==> src/rtl/irq_tgt_pkg.sv <==
package irq_tgt_pkg;

    localparam int ADDR_W  = 12;
    localparam int LANES   = 4;
    localparam int FIELD_W = 8;
    localparam int WORD_W  = LANES * FIELD_W;
    localparam int MAX_CPUS = FIELD_W;
    localparam int WIDX_W  = 8;

    typedef logic [ADDR_W-1:0]  addr_t;
    typedef logic [LANES-1:0]   lane_en_t;
    typedef logic [WORD_W-1:0]  word_t;
    typedef logic [FIELD_W-1:0] field_t;
    typedef logic [WIDX_W-1:0]  widx_t;

    typedef struct packed {
        logic     wr;
        logic     rd;
        addr_t    addr;
        lane_en_t be;
        word_t    wdata;
    } bus_req_t;

    typedef struct packed {
        logic     hit;
        widx_t    widx;
        lane_en_t be;
    } decode_t;

    function automatic field_t cpu_field_mask(int ncpu);
        field_t m;
        for (int b = 0; b < FIELD_W; b++) begin
            m[b] = (b < ncpu);
        end
        return m;
    endfunction

    function automatic word_t cpu_word_mask(int ncpu);
        word_t m;
        for (int l = 0; l < LANES; l++) begin
            m[l*FIELD_W +: FIELD_W] = cpu_field_mask(ncpu);
        end
        return m;
    endfunction

    function automatic word_t lane_bits(lane_en_t be);
        word_t m;
        for (int l = 0; l < LANES; l++) begin
            m[l*FIELD_W +: FIELD_W] = {FIELD_W{be[l]}};
        end
        return m;
    endfunction

endpackage

==> src/rtl/irq_tgt_decode.sv <==
module irq_tgt_decode
    import irq_tgt_pkg::*;
#(
    parameter int    NUM_IRQS = 64,
    parameter addr_t TGT_BASE = 12'h800
) (
    input  bus_req_t req,
    output decode_t  dec
);
    localparam int REGION_BYTES = (1 << WIDX_W) * LANES;

    logic  above_base;
    addr_t offset;
    logic  below_limit;

    always_comb begin
        above_base  = (req.addr >= TGT_BASE);
        offset      = req.addr - TGT_BASE;
        below_limit = (int'(offset) < NUM_IRQS) && (int'(offset) < REGION_BYTES);
        dec.hit     = above_base && below_limit;
        dec.widx    = offset[WIDX_W+1:2];
        dec.be      = req.be;
    end

endmodule

==> src/rtl/irq_tgt_store.sv <==
module irq_tgt_store
    import irq_tgt_pkg::*;
#(
    parameter int NUM_CPUS = 4,
    parameter int NUM_IRQS = 64
) (
    input  logic                        clk,
    input  logic                        rst,
    input  logic                        wr_en,
    input  widx_t                       widx,
    input  lane_en_t                    be,
    input  word_t                       wdata,
    output word_t                       rd_word,
    output logic [NUM_IRQS*FIELD_W-1:0] fields_o
);
    localparam int NWORDS = NUM_IRQS / LANES;

    word_t words [NWORDS];

    for (genvar w = 0; w < NWORDS; w++) begin : g_word
        logic sel;
        assign sel = wr_en && (widx == widx_t'(w));

        for (genvar l = 0; l < LANES; l++) begin : g_lane
            logic [NUM_CPUS-1:0] bits_q;

            always_ff @(posedge clk) begin
                if (rst) begin
                    bits_q <= '0;
                end else if (sel && be[l]) begin
                    bits_q <= wdata[l*FIELD_W +: NUM_CPUS];
                end
            end

            if (NUM_CPUS < FIELD_W) begin : g_pad
                assign words[w][l*FIELD_W +: FIELD_W] =
                    {{(FIELD_W-NUM_CPUS){1'b0}}, bits_q};
            end else begin : g_full
                assign words[w][l*FIELD_W +: FIELD_W] = bits_q;
            end

            assign fields_o[(w*LANES+l)*FIELD_W +: FIELD_W] =
                words[w][l*FIELD_W +: FIELD_W];
        end
    end

    always_comb begin
        rd_word = '0;
        for (int w = 0; w < NWORDS; w++) begin
            if (widx == widx_t'(w)) begin
                rd_word = words[w];
            end
        end
    end

endmodule

==> src/rtl/irq_tgt_rdport.sv <==
module irq_tgt_rdport
    import irq_tgt_pkg::*;
(
    input  logic     clk,
    input  logic     rst,
    input  logic     rd_en,
    input  logic     hit,
    input  lane_en_t be,
    input  word_t    word_in,
    output word_t    rdata
);
    word_t next_q;

    always_comb begin
        if (rd_en && hit) begin
            next_q = word_in & lane_bits(be);
        end else begin
            next_q = '0;
        end
    end

    always_ff @(posedge clk) begin
        if (rst) begin
            rdata <= '0;
        end else begin
            rdata <= next_q;
        end
    end

endmodule

==> src/rtl/irq_tgt_bank.sv <==
module irq_tgt_bank
    import irq_tgt_pkg::*;
#(
    parameter int    NUM_CPUS = 4,
    parameter int    NUM_IRQS = 64,
    parameter addr_t TGT_BASE = 12'h800
) (
    input  logic                         clk,
    input  logic                         rst,
    input  logic                         bus_wr,
    input  logic                         bus_rd,
    input  logic [11:0]                  bus_addr,
    input  logic [3:0]                   bus_be,
    input  logic [31:0]                  bus_wdata,
    output logic [31:0]                  bus_rdata,
    output logic [NUM_IRQS*8-1:0]        tgt_mask_o
);
    bus_req_t req;
    decode_t  dec;
    word_t    stored_word;

    assign req = '{wr: bus_wr, rd: bus_rd, addr: bus_addr,
                   be: bus_be, wdata: bus_wdata};

    irq_tgt_decode #(
        .NUM_IRQS (NUM_IRQS),
        .TGT_BASE (TGT_BASE)
    ) u_decode (
        .req (req),
        .dec (dec)
    );

    irq_tgt_store #(
        .NUM_CPUS (NUM_CPUS),
        .NUM_IRQS (NUM_IRQS)
    ) u_store (
        .clk      (clk),
        .rst      (rst),
        .wr_en    (req.wr && dec.hit),
        .widx     (dec.widx),
        .be       (dec.be),
        .wdata    (req.wdata),
        .rd_word  (stored_word),
        .fields_o (tgt_mask_o)
    );

    irq_tgt_rdport u_rdport (
        .clk     (clk),
        .rst     (rst),
        .rd_en   (req.rd),
        .hit     (dec.hit),
        .be      (dec.be),
        .word_in (stored_word),
        .rdata   (bus_rdata)
    );

endmodule

==> config.mk <==
export PLATFORM = sky130hd
export DESIGN_NAME = irq_tgt_bank
export DESIGN_NICKNAME = d
export VERILOG_FILES = /design/src/rtl/irq_tgt_pkg.sv /design/src/rtl/irq_tgt_decode.sv /design/src/rtl/irq_tgt_store.sv /design/src/rtl/irq_tgt_rdport.sv /design/src/rtl/irq_tgt_bank.sv
export SDC_FILE = /design/constraint.sdc
export NUM_CORES = 1
export LEC_CHECK = 0
export BUFFER_PORTS_ARGS = -buffer_cell sky130_fd_sc_hd__buf_2
export CAP_MARGIN = 30
export CORE_AREA = 2 2 231 233
export CTS_CLUSTER_DIAMETER = 50
export CTS_CLUSTER_SIZE = 40
export DETAILED_ROUTE_END_ITERATION = 8
export DIE_AREA = 0 0 233 235
export PLACE_DENSITY = 0.5
export SETUP_SLACK_MARGIN = 0.02
export SYNTH_ARGS = -nofsm -noshare
export SYNTH_HDL_FRONTEND = slang
export SYNTH_HIERARCHICAL = 1
export SYNTH_SLANG_ARGS = --single-unit
==> constraint.sdc <==
create_clock -name clk -period 3.4 [get_ports clk]
set_clock_uncertainty 0.1 [all_clocks]
set_input_delay 0.34 -clock clk [delete_from_list [all_inputs] [get_ports clk]]
set_output_delay 0.34 -clock clk [all_outputs]
set_load 0.01 [all_outputs]
Word level (Yosys, flattened, before mapping)
Index checks and enable logic that the tools add are counted.
{"block": "totals", "in_bits": 52, "output_inout_bits": 544, "ff_bits": 288, "elab_cells": 188}
{"block": "op_classes", "order_cmp": 3, "eq_ne": 15, "n_reduce_logical": 86, "mux": 16, "n_addsub": 1, "bitwise": 2}
{"operator": "$mux W28", "n": 16}
{"operator": "$logic_and A1 B1 Y1", "n": 84}
{"operator": "$eq A8 B4 Y1 const B", "n": 8}
{"operator": "$and A28 B32 Y32", "n": 1}
{"operator": "$eq A8 B3 Y1 const B", "n": 4}
{"operator": "$eq A8 B2 Y1 const B", "n": 2}
{"operator": "$ge A12 B12 Y1 const B", "n": 1}
{"operator": "$lt A12 B11 Y1 const B", "n": 1}
{"operator": "$lt A12 B7 Y1 const B", "n": 1}
{"operator": "$sub A12 B12 Y12 const B", "n": 1}
{"operator": "$eq A8 B1 Y1 const B", "n": 1}
{"operator": "$logic_not A8 Y1", "n": 1}
{"operator": "$reduce_or A2 Y1", "n": 1}
{"operator": "$not A1 Y1", "n": 1}

Depth between registers and ports, before layout
{"block": "depth", "depth_word": 19, "depth_mapped": 10, "ltp_nobuf": 7}

Hierarchy
Netlist, hierarchy kept.
{"module": "irq_tgt_store", "instances": 1, "area_each_um2": 14144.8, "seq_area_each_um2": 5124.9, "cells_per_inst": 1656}
{"module": "irq_tgt_rdport", "instances": 1, "area_each_um2": 925.9, "seq_area_each_um2": 640.6, "cells_per_inst": 68}
{"module": "irq_tgt_decode", "instances": 1, "area_each_um2": 110.1, "seq_area_each_um2": 0.0, "cells_per_inst": 14}
{"module": "irq_tgt_bank", "instances": 1, "area_each_um2": 6.3, "seq_area_each_um2": 0.0, "cells_per_inst": 1}

Least setup slack after synthesis
OpenSTA, ideal clock, no wires.
{"block": "synth_path", "path_kind": "in2reg", "start": "in bus_addr[10]", "end": "reg u_store.g_word[13].g_lane[1].bits_q[3]", "n_path_buf": 1, "setup_time_ns": 0.128, "path_slack_ns": 0.811, "stages": 8, "arrival_ns": 2.361, "required_time_ns": 3.172, "cell_sequence": "or4b_1 nor3_2 and2_1 clkbuf_1 nand2_1 nor3_1 mux2i_1 nor2_1"}
{"element": "start: declaration", "line_no": "irq_tgt_bank.sv:12", "source": "input logic [11:0] bus_addr,"}
{"element": "end signal: assignment", "line_no": "irq_tgt_store.sv:31", "source": "bits_q <= wdata[l*FIELD_W +: NUM_CPUS];"}
{"element": "end: declaration", "line_no": "irq_tgt_store.sv:25", "source": "logic [NUM_CPUS-1:0] bits_q;"}

Worst setup path in the final report
{"block": "layout_path", "start": "in bus_addr[7]", "end": "reg u_rdport.rdata[10]"}
{"block": "layout_via", "elab_chain_cells": 19, "elab_cells_between_ends": 42, "cone_classes": "add/sub (1); order compare (3); eq/ne (15); mux (16); bitwise (2); reduce/logical (5)"}
{"element": "$sub A12 B12 Y12 (*)", "line_no": "irq_tgt_decode.sv:18", "source": "offset = req.addr - TGT_BASE;"}
{"element": "$logic_not A8 Y1", "line_no": "irq_tgt_store.sv:50", "source": "if (widx == widx_t'(w)) begin"}
{"element": "$mux W28 (15 in series)", "line_no": "irq_tgt_store.sv:50"}
{"element": "$mux W28 (*)", "line_no": "irq_tgt_store.sv:50"}
{"element": "via stored_word[10]", "line_no": "irq_tgt_bank.sv:20", "source": "word_t stored_word;"}
{"element": "$and A28 B32 Y32 (*)", "line_no": "irq_tgt_rdport.sv:16", "source": "next_q = word_in & lane_bits(be);"}
{"element": "end signal: assignment", "line_no": "irq_tgt_rdport.sv:26", "source": "rdata <= next_q;"}
{"element": "end: declaration", "line_no": "irq_tgt_rdport.sv:10", "source": "output word_t rdata"}
Mark *: on every way through the listed nets, which the timed path passes. The rest lies on a longest branch.
A chain may end at the register's enable or synchronous reset.

==> Implementation_results.wiki <==
{| class="wikitable"
! Metric !! Value
|-
| Fin crit period || 2.47 ns
|-
| Total power consumption of the routed design || 8800 uW
|-
| Average wire length per cell after detail routing || 22.4 um
|-
| Placement Rows || 84
|-
| Fraction of layout instances using a drive strength above 1 || 27.0%
|-
| Fin Setup TNS || 0 ns
|-
| Area of the die || 54800 um^2
|-
| Routed wire length || 62700 um
|-
| Routability congestion estimate || 0.862
|-
| Compound-Gate Fraction of Synth Area || 11.6%
|-
| Highest-delay cell along the critical path || or4_1
|-
| Number of filler cells placed in the layout || 5473
|-
| Most area-hungry cell type in the Yosys netlist || dfxtp_1
|-
| Horizontal extent of the die || 233 um
|-
| Nets@finish || 2122
|-
| Setup repair after global routing missed its margin || false
|-
| Synthesized instance count || 1739
|-
| Iter 0 DRT Violations || 1012
|-
| Number of hold violations in the final report || 0
|-
| Leak Pwr || 0.00852 uW
|-
| Number of distinct library cells after synthesis || 60
|-
| CP Buf/Inv Count || 2
|-
| Net Sw Frac || 26.5%
|-
| Number of enable flip-flop cells after synthesis || 0
|-
| Cell Pwr Density || 478 nW/um^2
|-
| Insertion delay to the later sink of the worst-skew pair || 0.58 ns
|-
| Fraction of the mapped netlist area in adder cells || 0%
|-
| Number of global-route vias before repair || 12400
|-
| Sequential cell area fraction in the yosys report || 38.0%
|-
| Tightest Pin Transition || 0.773 ns
|-
| GRT Residual Overflow || 0
|-
| Max H-tree Level || 2
|-
| Number of nets still failing antenna checks after routing || 0
|-
| Total of endpoints with negative setup slack in the final report || 0
|-
| Post-detailed-placement half-perimeter wirelength || 47800 um
|-
| Cell internal power dissipation || 6470 uW
|-
| Required time at the endpoint of the critical path || 3.82 ns
|-
| First-pass iteration count of the detailed router || 6
|-
| CTS Root Buffer Type || clkbuf_16
|-
| Endpoint class of the critical path || flip-flop
|-
| Area added between synthesis and finish || 21.3%
|-
| Largest delay share family, worst path || simple AND/OR/NAND/NOR gates
|-
| Count of yosys warnings during synthesis || 6
|-
| Worst Path Arrival || 2.89 ns
|-
| Final worst path period share || 72.7%
|-
| Post-synth ARST share || 0%
|-
| Number of buffers inserted for hold repair after clock tree synthesis || 0
|-
| Max capacitance violation total || 0
|-
| Number of I/O port buffers || 321
|-
| Area of the placeable core || 52200 um^2
|-
| Classification of the worst-slack hold path || primary input to flip-flop
|-
| Post-synthesis xor/xnor area fraction || 0%
|-
| Worst Hold Depth || 3
|-
| Worst-case vdd ir drop || 0.319 mV
|-
| CTS Buffer Depth || 3
|-
| Combined area of the multi-input logic cells || 7860 um^2
|-
| Sequential Power Share || 38.4%
|-
| Area fraction of the dominant cell type after synthesis || 38.0%
|-
| Remaining DRCs || 0
|-
| CTS tree || built
|-
| Status || finished clean
|-
| Maximum number of pins on one net before global-route repair || 122
|-
| Critical Setup Path Class || primary input to flip-flop
|-
| Count of vias placed by the detailed router || 13300
|-
| Critical path, cell by cell || buf_2 > or4_1 > nor2_1 > buf_12 > nand2_1 > a2bb2oi_1 > a31oi_1 > and2_2
|-
| Critical Path Source Type || primary input
|-
| Count of cell instances traversed by the critical path || 8
|-
| Switching pwr || 2330 uW
|-
| Antenna violations before repair || 2
|-
| Mux cell area share after synthesis || 18.1%
|-
| FMAX || 0.405 GHz
|-
| Post-Synthesis Cell Area || 15200 um^2
|-
| Most frequently used cell type in the post-synthesis netlist || dfxtp_1
|-
| Number of clock sinks || 288
|-
| Sequential Area || 5770 um^2
|-
| Mean cell area of the mapped netlist || 8.73 um^2
|-
| Maximum single-stage delay on the critical path || 0.80 ns
|-
| Core utilization of the finished layout || 35.3%
|-
| Combinational group share of total power || 5.8%
|-
| Maximum fanout along the worst path || 29
|-
| Pins over their slew limit || 0
|-
| Die span in y || 235 um
|-
| Number of buffers inserted during clock tree synthesis || 46
|-
| Number of gates given a new drive strength after cts || 0
|-
| Global Route Usage Sum || 21.9%
|-
| Number of post-CTS setup repair buffers || 0
|-
| Worst-path clk slew || 0.06 ns
|-
| Basic-gate share of the synthesized area counting and, or, nand and nor cells || 15.2%
|-
| Flops & latches, synth || 288
|-
| Combinational family with the most area after synthesis || multiplexers
|-
| Global-route wire length before repair || 87800 um
|-
| Ports placed on the boundary || 596
|-
| Most used flip-flop cell after synthesis || dfxtp_1
|-
| Worst rel slew slack || 48.5%
|-
| Via density per instance || 4.76
|-
| Clock power frac || 55.8%
|-
| Largest cells by area after synthesis || dfxtp_1 (38%), mux2i_1 (16%), buf_4 (14%)
|-
| Worst Reg2Reg Path Length in Cells || 7
|-
| Most frequent cells after synthesis || dfxtp_1 (288), buf_4 (284), nor2_1 (254)
|-
| Starting density of the core || 29.1%
|}
-- path summary, 6_finish.rpt --
kind / start / slack [ns] / endpoint
max: bus_addr[7] / 0.93 / u_rdport/rdata[10]
min: bus_wdata[2] / 0.08 / u_store/g_word[15].g_lane[0].bits_q[2]
max reg2reg: u_store/g_word[4].g_lane[2].bits_q[3] / 1.34 / u_rdport/rdata[19]
min reg2reg: u_store/g_word[7].g_lane[3].bits_q[3] / 0.39 / u_store/g_word[7].g_lane[3].bits_q[3]
-- worst register-to-register path, delay by kind of cell, from the launching register on --
family	cells	cell delay, ns
AO/OA/AOI/OAI	3	0.79
flip-flops	1	0.32
multiplexers	1	0.13
buffers and inverters	1	0.17
AND/OR/NAND/NOR	2	0.43
-- routing by layer --
layer / vias up / global-route usage (%) / share of wire, % / routed length [um]
li1: 6134 / - / - / -
met1: 6432 / 25.3 / 38 / 24000
met2: 635 / 38.1 / 50 / 31100
met3: 90 / 6.59 / 9.0 / 5670
met4: 3 / 7.16 / 3.0 / 1860
met5: - / 1.61 / 0.18 / 116
-- layout by cell type (no fill, tap or decap), types with 5 or more instances in the layout --
master,count
buf_2,318
dfxtp_1,288
conb_1,272
nor2_1,254
mux2i_1,236
o21ai_0,98
a21oi_1,96
nand2_1,94
buf_4,83
clkbuf_16,47
nand3_1,36
and2_2,32
nor3_1,25
a22oi_1,16
mux2_2,15
nor3_2,13
nor2b_1,11
o22ai_1,11
mux4_2,10
and2_1,8
inv_8,7
a2bb2oi_1,7
inv_6,6
o32ai_1,6
clkinvlp_4,5
nand2b_1,5
a221oi_1,5
a31oi_1,5
-- through the flow --
| stage | hold slack [ns] | area, um^2 | cells | setup slack, ns |
|---|---|---|---|---|
| 2_1_floorplan | 0.387 | 16200 | 2010 | 0.811 |
| 3_5_place_dp | 0.386 | 16800 | 2710 | 0.318 |
| 3_3_place_gp | 0.373 | 16800 | 2710 | 0.349 |
| 5_1_grt | 0.0958 | 18400 | 2794 | 0.763 |
| 4_1_cts | 0.0679 | 18400 | 2794 | 0.922 |
| 6_report | 0.0835 | 18400 | 2795 | 0.929 |
-- flip-flops by register name, indices dropped and copies added, names as in the netlist --
register / cells
u_rdport/rdata: 32
u_store/g_word.g_lane.bits_q: 256
-- logic make-up (layout without fill, tap and decap cells) --
logic type / after synthesis / count (layout)
AO/OA/AOI/OAI: 292 / 292
buffers and inverters: 398 / 494
AND/OR/NAND/NOR: 499 / 499
multiplexers: 261 / 261
other: 1 / 273
flip-flops: 288 / 288
-- final cells by class --
type	instances	share of cell area [%]
flip-flops and latches	288	31.3
multi-input cells	1324	42.7
diodes	1	0.0136
well taps	688	4.67
clock inverters	30	1.99
inverters	4	0.0815
repair buffers	406	12.5
clock buffers	54	6.75
-- power groups by stage --
| stage | clock [uW] | combinational (uW) | sequential [uW] |
|---|---|---|---|
| floorplan | 0 | 567 | 3450 |
| global route | 5140 | 555 | 3370 |
| finish | 4910 | 514 | 3380 |
| CTS | 5020 | 505 | 3380 |
| global placement | 0 | 502 | 3450 |
| detailed placement | 0 | 505 | 3450 |
Power figures use the tool's default switching activity.
